[src/rtl/dp_pkg.sv]
package dp_pkg;
  localparam int NREG = 4;
  localparam int SELW = $clog2(NREG);
  localparam int FSW  = 4;

  typedef struct packed {
    logic            load;
    logic            ext_sel;
    logic            shift_sel;
    logic [FSW-1:0]  fsel;
    logic            const_b;
    logic [SELW-1:0] bsel;
    logic [SELW-1:0] asel;
    logic [SELW-1:0] dst;
  } ctl_t;

  localparam int CTLW = $bits(ctl_t);

  typedef enum logic [1:0] {
    SH_PASS  = 2'b00,
    SH_SRL   = 2'b01,
    SH_SLL   = 2'b10,
    SH_PASS2 = 2'b11
  } shop_e;
endpackage

[src/rtl/dp_regfile.sv]
module dp_regfile #(
  parameter int W    = 8,
  parameter int N    = 4,
  localparam int SW  = $clog2(N)
) (
  input  logic          clk,
  input  logic          rst_n,
  input  logic          wr_en,
  input  logic [SW-1:0] wr_sel,
  input  logic [W-1:0]  wr_data,
  input  logic [SW-1:0] rda_sel,
  input  logic [SW-1:0] rdb_sel,
  output logic [W-1:0]  rda,
  output logic [W-1:0]  rdb
);
  logic [W-1:0] regs [N];
  logic [N-1:0] wr_dec;

  always_comb begin
    wr_dec = '0;
    if (wr_en) wr_dec[wr_sel] = 1'b1;
  end

  for (genvar i = 0; i < N; i++) begin : g_reg
    always_ff @(posedge clk or negedge rst_n) begin
      if (!rst_n)         regs[i] <= '0;
      else if (wr_dec[i]) regs[i] <= wr_data;
    end

    // a decoded write lands the presented data
    p_write_lands_r6: assert property (@(posedge clk) disable iff (!rst_n)
      (wr_en && wr_sel == SW'(i)) |=> (regs[i] == $past(wr_data)));

    // without a write aimed here the register keeps its value
    p_hold_r7: assert property (@(posedge clk) disable iff (!rst_n)
      !(wr_en && wr_sel == SW'(i)) |=> $stable(regs[i]));
  end

  assign rda = regs[rda_sel];
  assign rdb = regs[rdb_sel];
endmodule

[src/rtl/dp_alu.sv]
module dp_alu #(
  parameter int W   = 8,
  parameter int FSW = 4
) (
  input  logic [W-1:0]   a,
  input  logic [W-1:0]   b,
  input  logic [FSW-1:0] fsel,
  output logic [W-1:0]   y,
  output logic           c,
  output logic           v
);
  logic [W-1:0] opnd;
  logic [W:0]   sum;
  logic [W-1:0] lres;
  logic         is_logic;

  assign is_logic = fsel[3];

  always_comb begin
    unique case (fsel[2:1])
      2'b00:   opnd = '0;
      2'b01:   opnd = b;
      2'b10:   opnd = ~b;
      default: opnd = '1;
    endcase
  end

  assign sum = {1'b0, a} + {1'b0, opnd} + {{W{1'b0}}, fsel[0]};

  always_comb begin
    unique case (fsel[1:0])
      2'b00:   lres = a & b;
      2'b01:   lres = a | b;
      2'b10:   lres = a ^ b;
      default: lres = ~a;
    endcase
  end

  assign y = is_logic ? lres : sum[W-1:0];
  assign c = is_logic ? 1'b0 : sum[W];
  assign v = is_logic ? 1'b0 :
             ((a[W-1] == opnd[W-1]) && (sum[W-1] != a[W-1]));

  // overflow needs like-signed operands
  always_comb begin
    if (v) p_v_needs_same_sign_r9: assert (a[W-1] == opnd[W-1]);
  end
endmodule

[src/rtl/dp_shifter.sv]
module dp_shifter #(
  parameter int W = 8
) (
  input  logic [W-1:0] b,
  input  logic [1:0]   op,
  output logic [W-1:0] y
);
  import dp_pkg::*;

  always_comb begin
    unique case (shop_e'(op))
      SH_SRL:  y = {1'b0, b[W-1:1]};
      SH_SLL:  y = {b[W-2:0], 1'b0};
      default: y = b;
    endcase
  end

  // zero fill on the vacated end
  always_comb begin
    if (op == 2'b01) p_srl_fill_r5: assert (y[W-1] == 1'b0 && y[W-2:0] == b[W-1:1]);
    if (op == 2'b10) p_sll_fill_r5: assert (y[0] == 1'b0 && y[W-1:1] == b[W-2:0]);
  end
endmodule

[src/rtl/dp_top.sv]
module dp_top #(
  parameter int W = 8
) (
  input  logic                    clk,
  input  logic                    rst_n,
  input  logic [dp_pkg::CTLW-1:0] ctl_word,
  input  logic [W-1:0]            const_in,
  input  logic [W-1:0]            ext_in,
  output logic [W-1:0]            addr_out,
  output logic [W-1:0]            data_out,
  output logic                    flag_v,
  output logic                    flag_c,
  output logic                    flag_n,
  output logic                    flag_z
);
  import dp_pkg::*;

  ctl_t         cw;
  logic [W-1:0] rda, rdb, bus_b;
  logic [W-1:0] alu_y, sh_y, func_y, wr_data;
  logic         alu_c, alu_v;

  assign cw = ctl_t'(ctl_word);

  dp_regfile #(.W(W), .N(NREG)) u_rf (
    .clk     (clk),
    .rst_n   (rst_n),
    .wr_en   (cw.load),
    .wr_sel  (cw.dst),
    .wr_data (wr_data),
    .rda_sel (cw.asel),
    .rdb_sel (cw.bsel),
    .rda     (rda),
    .rdb     (rdb)
  );

  assign bus_b = cw.const_b ? const_in : rdb;

  dp_alu #(.W(W), .FSW(FSW)) u_alu (
    .a    (rda),
    .b    (bus_b),
    .fsel (cw.fsel),
    .y    (alu_y),
    .c    (alu_c),
    .v    (alu_v)
  );

  dp_shifter #(.W(W)) u_sh (
    .b  (bus_b),
    .op (cw.fsel[1:0]),
    .y  (sh_y)
  );

  assign func_y  = cw.shift_sel ? sh_y : alu_y;
  assign wr_data = cw.ext_sel ? ext_in : func_y;

  assign addr_out = rda;
  assign data_out = bus_b;
  assign flag_z   = (func_y == '0);
  assign flag_n   = func_y[W-1];
  assign flag_c   = cw.shift_sel ? 1'b0 : alu_c;
  assign flag_v   = cw.shift_sel ? 1'b0 : alu_v;

  // carry and overflow stay low outside arithmetic
  always_comb begin
    if (rst_n && (cw.shift_sel || cw.fsel[3]))
      p_no_cv_nonarith_r9: assert (!flag_c && !flag_v);
  end
endmodule

[config.mk]
export PLATFORM = sky130hd
export DESIGN_NAME = dp_top
export DESIGN_NICKNAME = d
export VERILOG_FILES = /design/src/rtl/dp_pkg.sv /design/src/rtl/dp_regfile.sv /design/src/rtl/dp_alu.sv /design/src/rtl/dp_shifter.sv /design/src/rtl/dp_top.sv
export SDC_FILE = /design/constraint.sdc
export NUM_CORES = 1
export LEC_CHECK = 0
export CAP_MARGIN = 20
export CORE_AREA = 10 10 67 111
export DETAILED_ROUTE_END_ITERATION = 12
export DIE_AREA = 0 0 77 121
export PLACE_DENSITY = 0.79
export SKIP_LAST_GASP = 1
export SLEW_MARGIN = 40
export SYNTH_ARGS = -nofsm -noshare
export SYNTH_HDL_FRONTEND = slang
export SYNTH_HIERARCHICAL = 1
export SYNTH_SLANG_ARGS = --single-unit
[constraint.sdc]
create_clock -name clk -period 24.7 [get_ports clk]
set_input_delay 7.41 -clock clk [delete_from_list [all_inputs] [get_ports clk]]
set_output_delay 7.41 -clock clk [all_outputs]
set_load 0.1 [all_outputs]
After elaboration in Yosys (flattened, before gate mapping)
Cells that the tools add are included.
Widths: inputs -> output; s select.
- $add $sub $neg: 2
- magnitude comparators: 4
- eq/ne operators: 6
- muxes and demuxes: 20
- bitwise operators: 7
- reduce and logical (&&, ||, !) cells: 5
- operators with widths (kind ; count):
    $mux 8 ; 8
    $pmux 8 s3 ; 2
    $bmux 8 s2 ; 2
    $not 8->8 ; 2
    $pmux 8 s2 ; 1
    $add 8x8->9 ; 1
    $add 9x1->9 ; 1
    $and 8x8->8 ; 1
    $logic_not 8->1 ; 1
    $or 8x8->8 ; 1
    $xor 8x8->8 ; 1
    $ge 3x3->1 const B ; 2
    $not 2->3 ; 2
    $mux 1 ; 5
    $eq 2x1->1 const B ; 2
    $eq 2x2->1 const B ; 2
    $logic_not 2->1 ; 2
    $mux 4 ; 1
    $lt 2x3->1 const B ; 1
    $demux 1 s2 ; 1
    $ge 2x1->1 const B ; 1
    $logic_and 1x1->1 ; 2
    $eq 1x1->1 ; 1
    $ne 1x1->1 ; 1
- flip-flop bits (word level): 32
- word-level logic and storage cells: 48

Depth between registers and ports, before layout
- depth after elaboration: 13
- depth in mapped cells: 15
- depth with buffers taken out: 14

Hierarchy
Netlist, hierarchy kept.
- modules (own cells, without submodules) (module ; instances ; cells each ; area each (µm²)):
    dp_regfile ; 1 ; 88 ; 1590.3
    dp_alu ; 1 ; 127 ; 988.4
    dp_top ; 1 ; 44 ; 321.6
    dp_shifter ; 1 ; 29 ; 162.7

Least setup slack after synthesis
Ideal clock, no wire load.
- path kind: input port to output port
- start: input port ctl_word[4] (netlist bit)
- end: output port flag_z
- arrival time: 12277 ps
- path slack: 5013 ps
- cell stages on the path: 15
- path buffers: 1
- cells stage by stage: buf_2 > mux4_2 > mux2_2 > mux2_2 > fa_1 > inv_1 > fa_1 > nor2b_4 > o31a_1 > o21ai_0 > a211oi_2 > a21o_1 > or4_1 > o22a_1 > nor2_1
- longest elaborated chain between the ends: 12
- elaborated cells on any way between the ends: 17
- those cells by class: 2 x add/sub; 9 x mux; 5 x bitwise; 1 x reduce/logical
- RTL lines (what ; RTL line ; text):
    start: declaration ; dp_top.sv:6 ; input logic [dp_pkg::CTLW-1:0] ctl_word,
    $not 2->3 (not written as such) (*) ; dp_regfile.sv:40 ; assign rdb = regs[rdb_sel];
    $bmux 8 s2 (*) ; dp_regfile.sv:40 ;
    $mux 8 (not written as such) (*) (2 in series) ; dp_regfile.sv:40 ;
    net rdb[0] ; dp_top.sv:19 ; logic [W-1:0] rda, rdb, bus_b;
    $mux 8 (*) ; dp_top.sv:37 ; assign bus_b = cw.const_b ? const_in : rdb;
    net data_out[0] ; dp_top.sv:10 ; output logic [W-1:0] data_out,
    $not 8->8 ; dp_alu.sv:23 ; 2'b10: opnd = ~b;
    $pmux 8 s3 (*) ; dp_alu.sv:20 ; unique case (fsel[2:1])
    $add 8x8->9 (*) ; dp_alu.sv:28 ; assign sum = {1'b0, a} + {1'b0, opnd} + {{W{1'b0}}, fsel[0]};
    $add 9x1->9 (*) ; dp_alu.sv:28 ;
    $mux 8 (*) ; dp_alu.sv:39 ; assign y = is_logic ? lres : sum[W-1:0];
    net alu_y[6] ; dp_top.sv:20 ; logic [W-1:0] alu_y, sh_y, func_y, wr_data;
    $mux 8 (*) ; dp_top.sv:54 ; assign func_y = cw.shift_sel ? sh_y : alu_y;
    $logic_not 8->1 (*) ; dp_top.sv:59 ; assign flag_z = (func_y == '0);
    end: declaration ; dp_top.sv:14 ; output logic flag_z
The timed path passes the listed nets; every way through them passes the cells marked *. The select of a mux whose other input is x is not followed.

Worst setup path after layout
- start: input port ctl_word[4] (netlist bit)
- end: output port flag_z
- longest elaborated chain between the ends: 12
- elaborated cells on any way between the ends: 17
- those cells by class: 2 x add/sub; 9 x mux; 5 x bitwise; 1 x reduce/logical
- RTL lines (what ; RTL line):
    $not 2->3 (not written as such) (*) ; dp_regfile.sv:40
    $bmux 8 s2 (*) ; dp_regfile.sv:40
    $mux 8 (not written as such) (*) (2 in series) ; dp_regfile.sv:40
    net rdb[0] ; dp_top.sv:19
    $mux 8 (*) ; dp_top.sv:37
    $not 8->8 ; dp_alu.sv:23
    $pmux 8 s3 (*) ; dp_alu.sv:20
    $add 8x8->9 (*) ; dp_alu.sv:28
    $add 9x1->9 (*) ; dp_alu.sv:28
    $mux 8 (*) ; dp_alu.sv:39
    net alu_y[6] ; dp_top.sv:20
    $mux 8 (*) ; dp_top.sv:54
    $logic_not 8->1 (*) ; dp_top.sv:59
Marked as above.

==> impl_metrics.ini <==
[outcome]
status = finished clean

[clock_tree]
cts_resized = 0
htree_levels = 2
cts-root-buf = clkbuf_8
cts_tree = built
clock_latency_ns = 0.28
postCtsHoldBufs = 0
post_cts_buffers = 0
clock_sinks = 32
cts.clk_slew.worst_paths_ns = 0.06
cts_buffers = 5
clk_path_buf_depth = 2

[timing]
max_freq_mhz = 51.1
tightest_slew_ns = 0.700
period_needed_ns = 19.58
final.period_utilization_pct = 79.3
skew_ns = 0.00320
final_max_slew_viol_count = 0
rsz0062_at_grt = no
hold_violations = 0
relSlewSlack_pct = 53.2
setup-tns-final_ns = 0
setup_viol = 0

[synth]
yosysWarnings = 6
yosys.area.top_type_share_pct = 26.1
ys_top_cells_by_area = dfrtp_1 26%, mux2_2 18%, mux4_2 15%
syn_avg_cell_area_sq_um = 10.6
async_reset_ff_share_pct = 100
syn_nets = 347
ys.flop_type = dfrtp_1
synth_edf_count = 0
synth_seq_cells = 32
synth_area_sq_um = 3060
ys_seq_area_share_pct = 26.1
synth_area_leader_cell = dfrtp_1
synthCells = 288
ys_types = 38

[floorplanning]
dieArea_sq_um = 9320
pin_count = 52
initial_core_util_pct = 55.3
row_count = 36
die-width_um = 77
die_h_um = 121
coreArea_sq_um = 5540

[routing]
avgViaCountPerCell = 5.88
dr_total_vias = 2410
wl_um = 7660
antenna_left = 0
drt_iter0_markers = 153
drc = 0
drt_pass1_iterations = 4
wire_per_inst_um = 18.7

[worst_setup_path]
crit_path_end_kind = output pin
path_class = in2out
r2r_slack_ns = 20.82
start_kind = primary input
worstRegToRegCells = 12
cp_max_fo = 8
critPathRequiredTime_ns = 17.29
critPathArrivalTime_ns = 12.17

[cells_and_area]
drive_above_1_share_pct = 32.6
design_area_sq_um = 3630
n_antenna_cell = 0
regMostFlops = u_rf/regs
multiInputGateArea_sq_um = 2100
fin_cells = 410
largest_reg_flops = 32
reg_top3 = u_rf/regs (32)
nets = 392
area_growth_pct = 18.4
seq_area_sq_um = 801
nFillCells = 442

[global_route]
grt_pass1_vias = 2627
grtUsageMet2_pct = 33.1
top_usage_layer = met2
grt_pass1_wl_um = 12800
gr-usage-all-layers_pct = 16.7
met3_usage_pct = 2.45
use_met1_pct = 17.2
gr-total-overflow = 0
grt_max_degree = 33
antenna_found_initial = 0

[power_and_ir_drop]
peakVddDrop_uv = 76.1
power_density_nw_per_um2 = 102
p_leak_nw = 1.61

[place]
placedInstanceArea_sq_um = 3510
gp_congestion = 0.924
numPortBuffers = 51
dp_hpwl_um = 6260
dp.cells = 402

[worst_hold_path]
hold_depth = 1
hp-class = reg2reg

[job]
maxCapViolations = 0
-- path summary, 6_finish.rpt --
path,startpoint,end
worst min-delay path,u_rf/regs[29],u_rf/regs[29]
worst max register to register,u_rf/regs[0],u_rf/regs[23]
max in group asynchronous,rst_n,u_rf/regs[26]
worst max-delay path,ctl_word[4],flag_z
min in group asynchronous,rst_n,u_rf/regs[7]
worst min register to register,u_rf/regs[29],u_rf/regs[29]
-- cell usage in the layout (no fill, tap or decap), types with 2 or more instances in the layout --
cell type | synthesis | final
a211oi_1 | 2 | 2
a21o_1 | 2 | 2
a21oi_1 | 7 | 7
a22oi_1 | 7 | 7
buf_2 | 6 | 22
clkbuf_8 | 0 | 7
clkdlybuf4s50_1 | 0 | 29
dfrtp_1 | 32 | 32
fa_1 | 2 | 2
ha_1 | 25 | 25
inv_1 | 25 | 25
mux2_2 | 50 | 50
mux2i_1 | 8 | 8
mux4_2 | 20 | 20
nand2_1 | 28 | 28
nand3b_2 | 2 | 2
nor2_1 | 7 | 7
nor2b_1 | 2 | 2
nor3_1 | 2 | 2
o211ai_1 | 4 | 4
o21a_1 | 2 | 2
o21ai_0 | 20 | 20
o21ai_1 | 10 | 10
o31a_1 | 2 | 2
xnor2_1 | 2 | 2
xor2_1 | 3 | 3
-- metrics by stage --
step | total power [W] | setup slack, ns | util, % | hold slack, ns
finish | 0.000370 | 5.12 | 65.5 | 0.528
global route | 0.000394 | 4.82 | 65.5 | 0.554
CTS | 0.000371 | 5.09 | 65.6 | 0.527
detailed placement | 0.000317 | 5.10 | 63.3 | 0.513
global placement | 0.000319 | 4.50 | 65.2 | 0.500
floorplan | 0.000271 | 5.01 | - | 0.491
-- worst max-delay path: stages --
cell and delay (ns):
clkdlybuf4s50_1 0.84, mux4_2 0.58, mux2_2 0.33, mux2_2 0.30, fa_1 0.42, inv_1 0.09
fa_1 0.25, nor2b_4 0.06, o31a_1 0.28, o21ai_0 0.20, a211oi_2 0.09, a21o_1 0.18
or4_1 0.41, o22a_1 0.19, nor2_1 0.10, buf_2 0.44
-- cell usage after synthesis, drive strengths merged (2+ instances only) --
master	count
mux2	50
dfrtp	32
o21ai	30
nand2	28
ha	25
inv	25
mux4	20
buf	9
mux2i	8
a21oi	7
a22oi	7
nor2	7
clkbuf	5
o211ai	4
a211oi	3
nor2b	3
xor2	3
a21o	2
fa	2
nand3b	2
nor3	2
o21a	2
o31a	2
xnor2	2
-- cells by family after synthesis --
family                   count (synthesis)  share of synthesized area (%)
AO/OA/AOI/OAI                           59                           11.9
AND/OR/NAND/NOR                         48                           8.13
adder cells (fa/ha/maj)                 27                           11.5
multiplexers                            78                           35.7
flip-flops                              32                           26.1
XOR/XNOR                                 5                           1.43
buffers and inverters                   39                           5.19
-- cell type report --
| cell class | instances | area share (%) |
|---|---|---|
| Clock inverter | 1 | 0.828 |
| Tap cell | 76 | 2.62 |
| Clock buffer | 7 | 2.66 |
| Timing Repair Buffer | 52 | 11.2 |
| Inverter | 25 | 2.59 |
| Multi-Input combinational cell | 217 | 58.0 |
| Sequential cell | 32 | 22.1 |
-- power by group --
| group | internal, W | leakage [nW] | total [W] | switching (W) |
|---|---|---|---|---|
| logic | 0.0000839 | 1.15 | 0.000234 | 0.000151 |
| clock network | 0.0000355 | 0.0645 | 0.0000537 | 0.0000182 |
| registers | 0.0000697 | 0.393 | 0.0000821 | 0.0000124 |
| total | 0.000189 | 1.61 | 0.000370 | 0.000181 |
-- per-layer routing --
metal	vias to the layer above	share of wire [%]
met4	0	1.7
met5	-	0
met3	9	3.4
li1	1151	-
met2	59	57
met1	1191	37
Power figures use the tool's default switching activity.
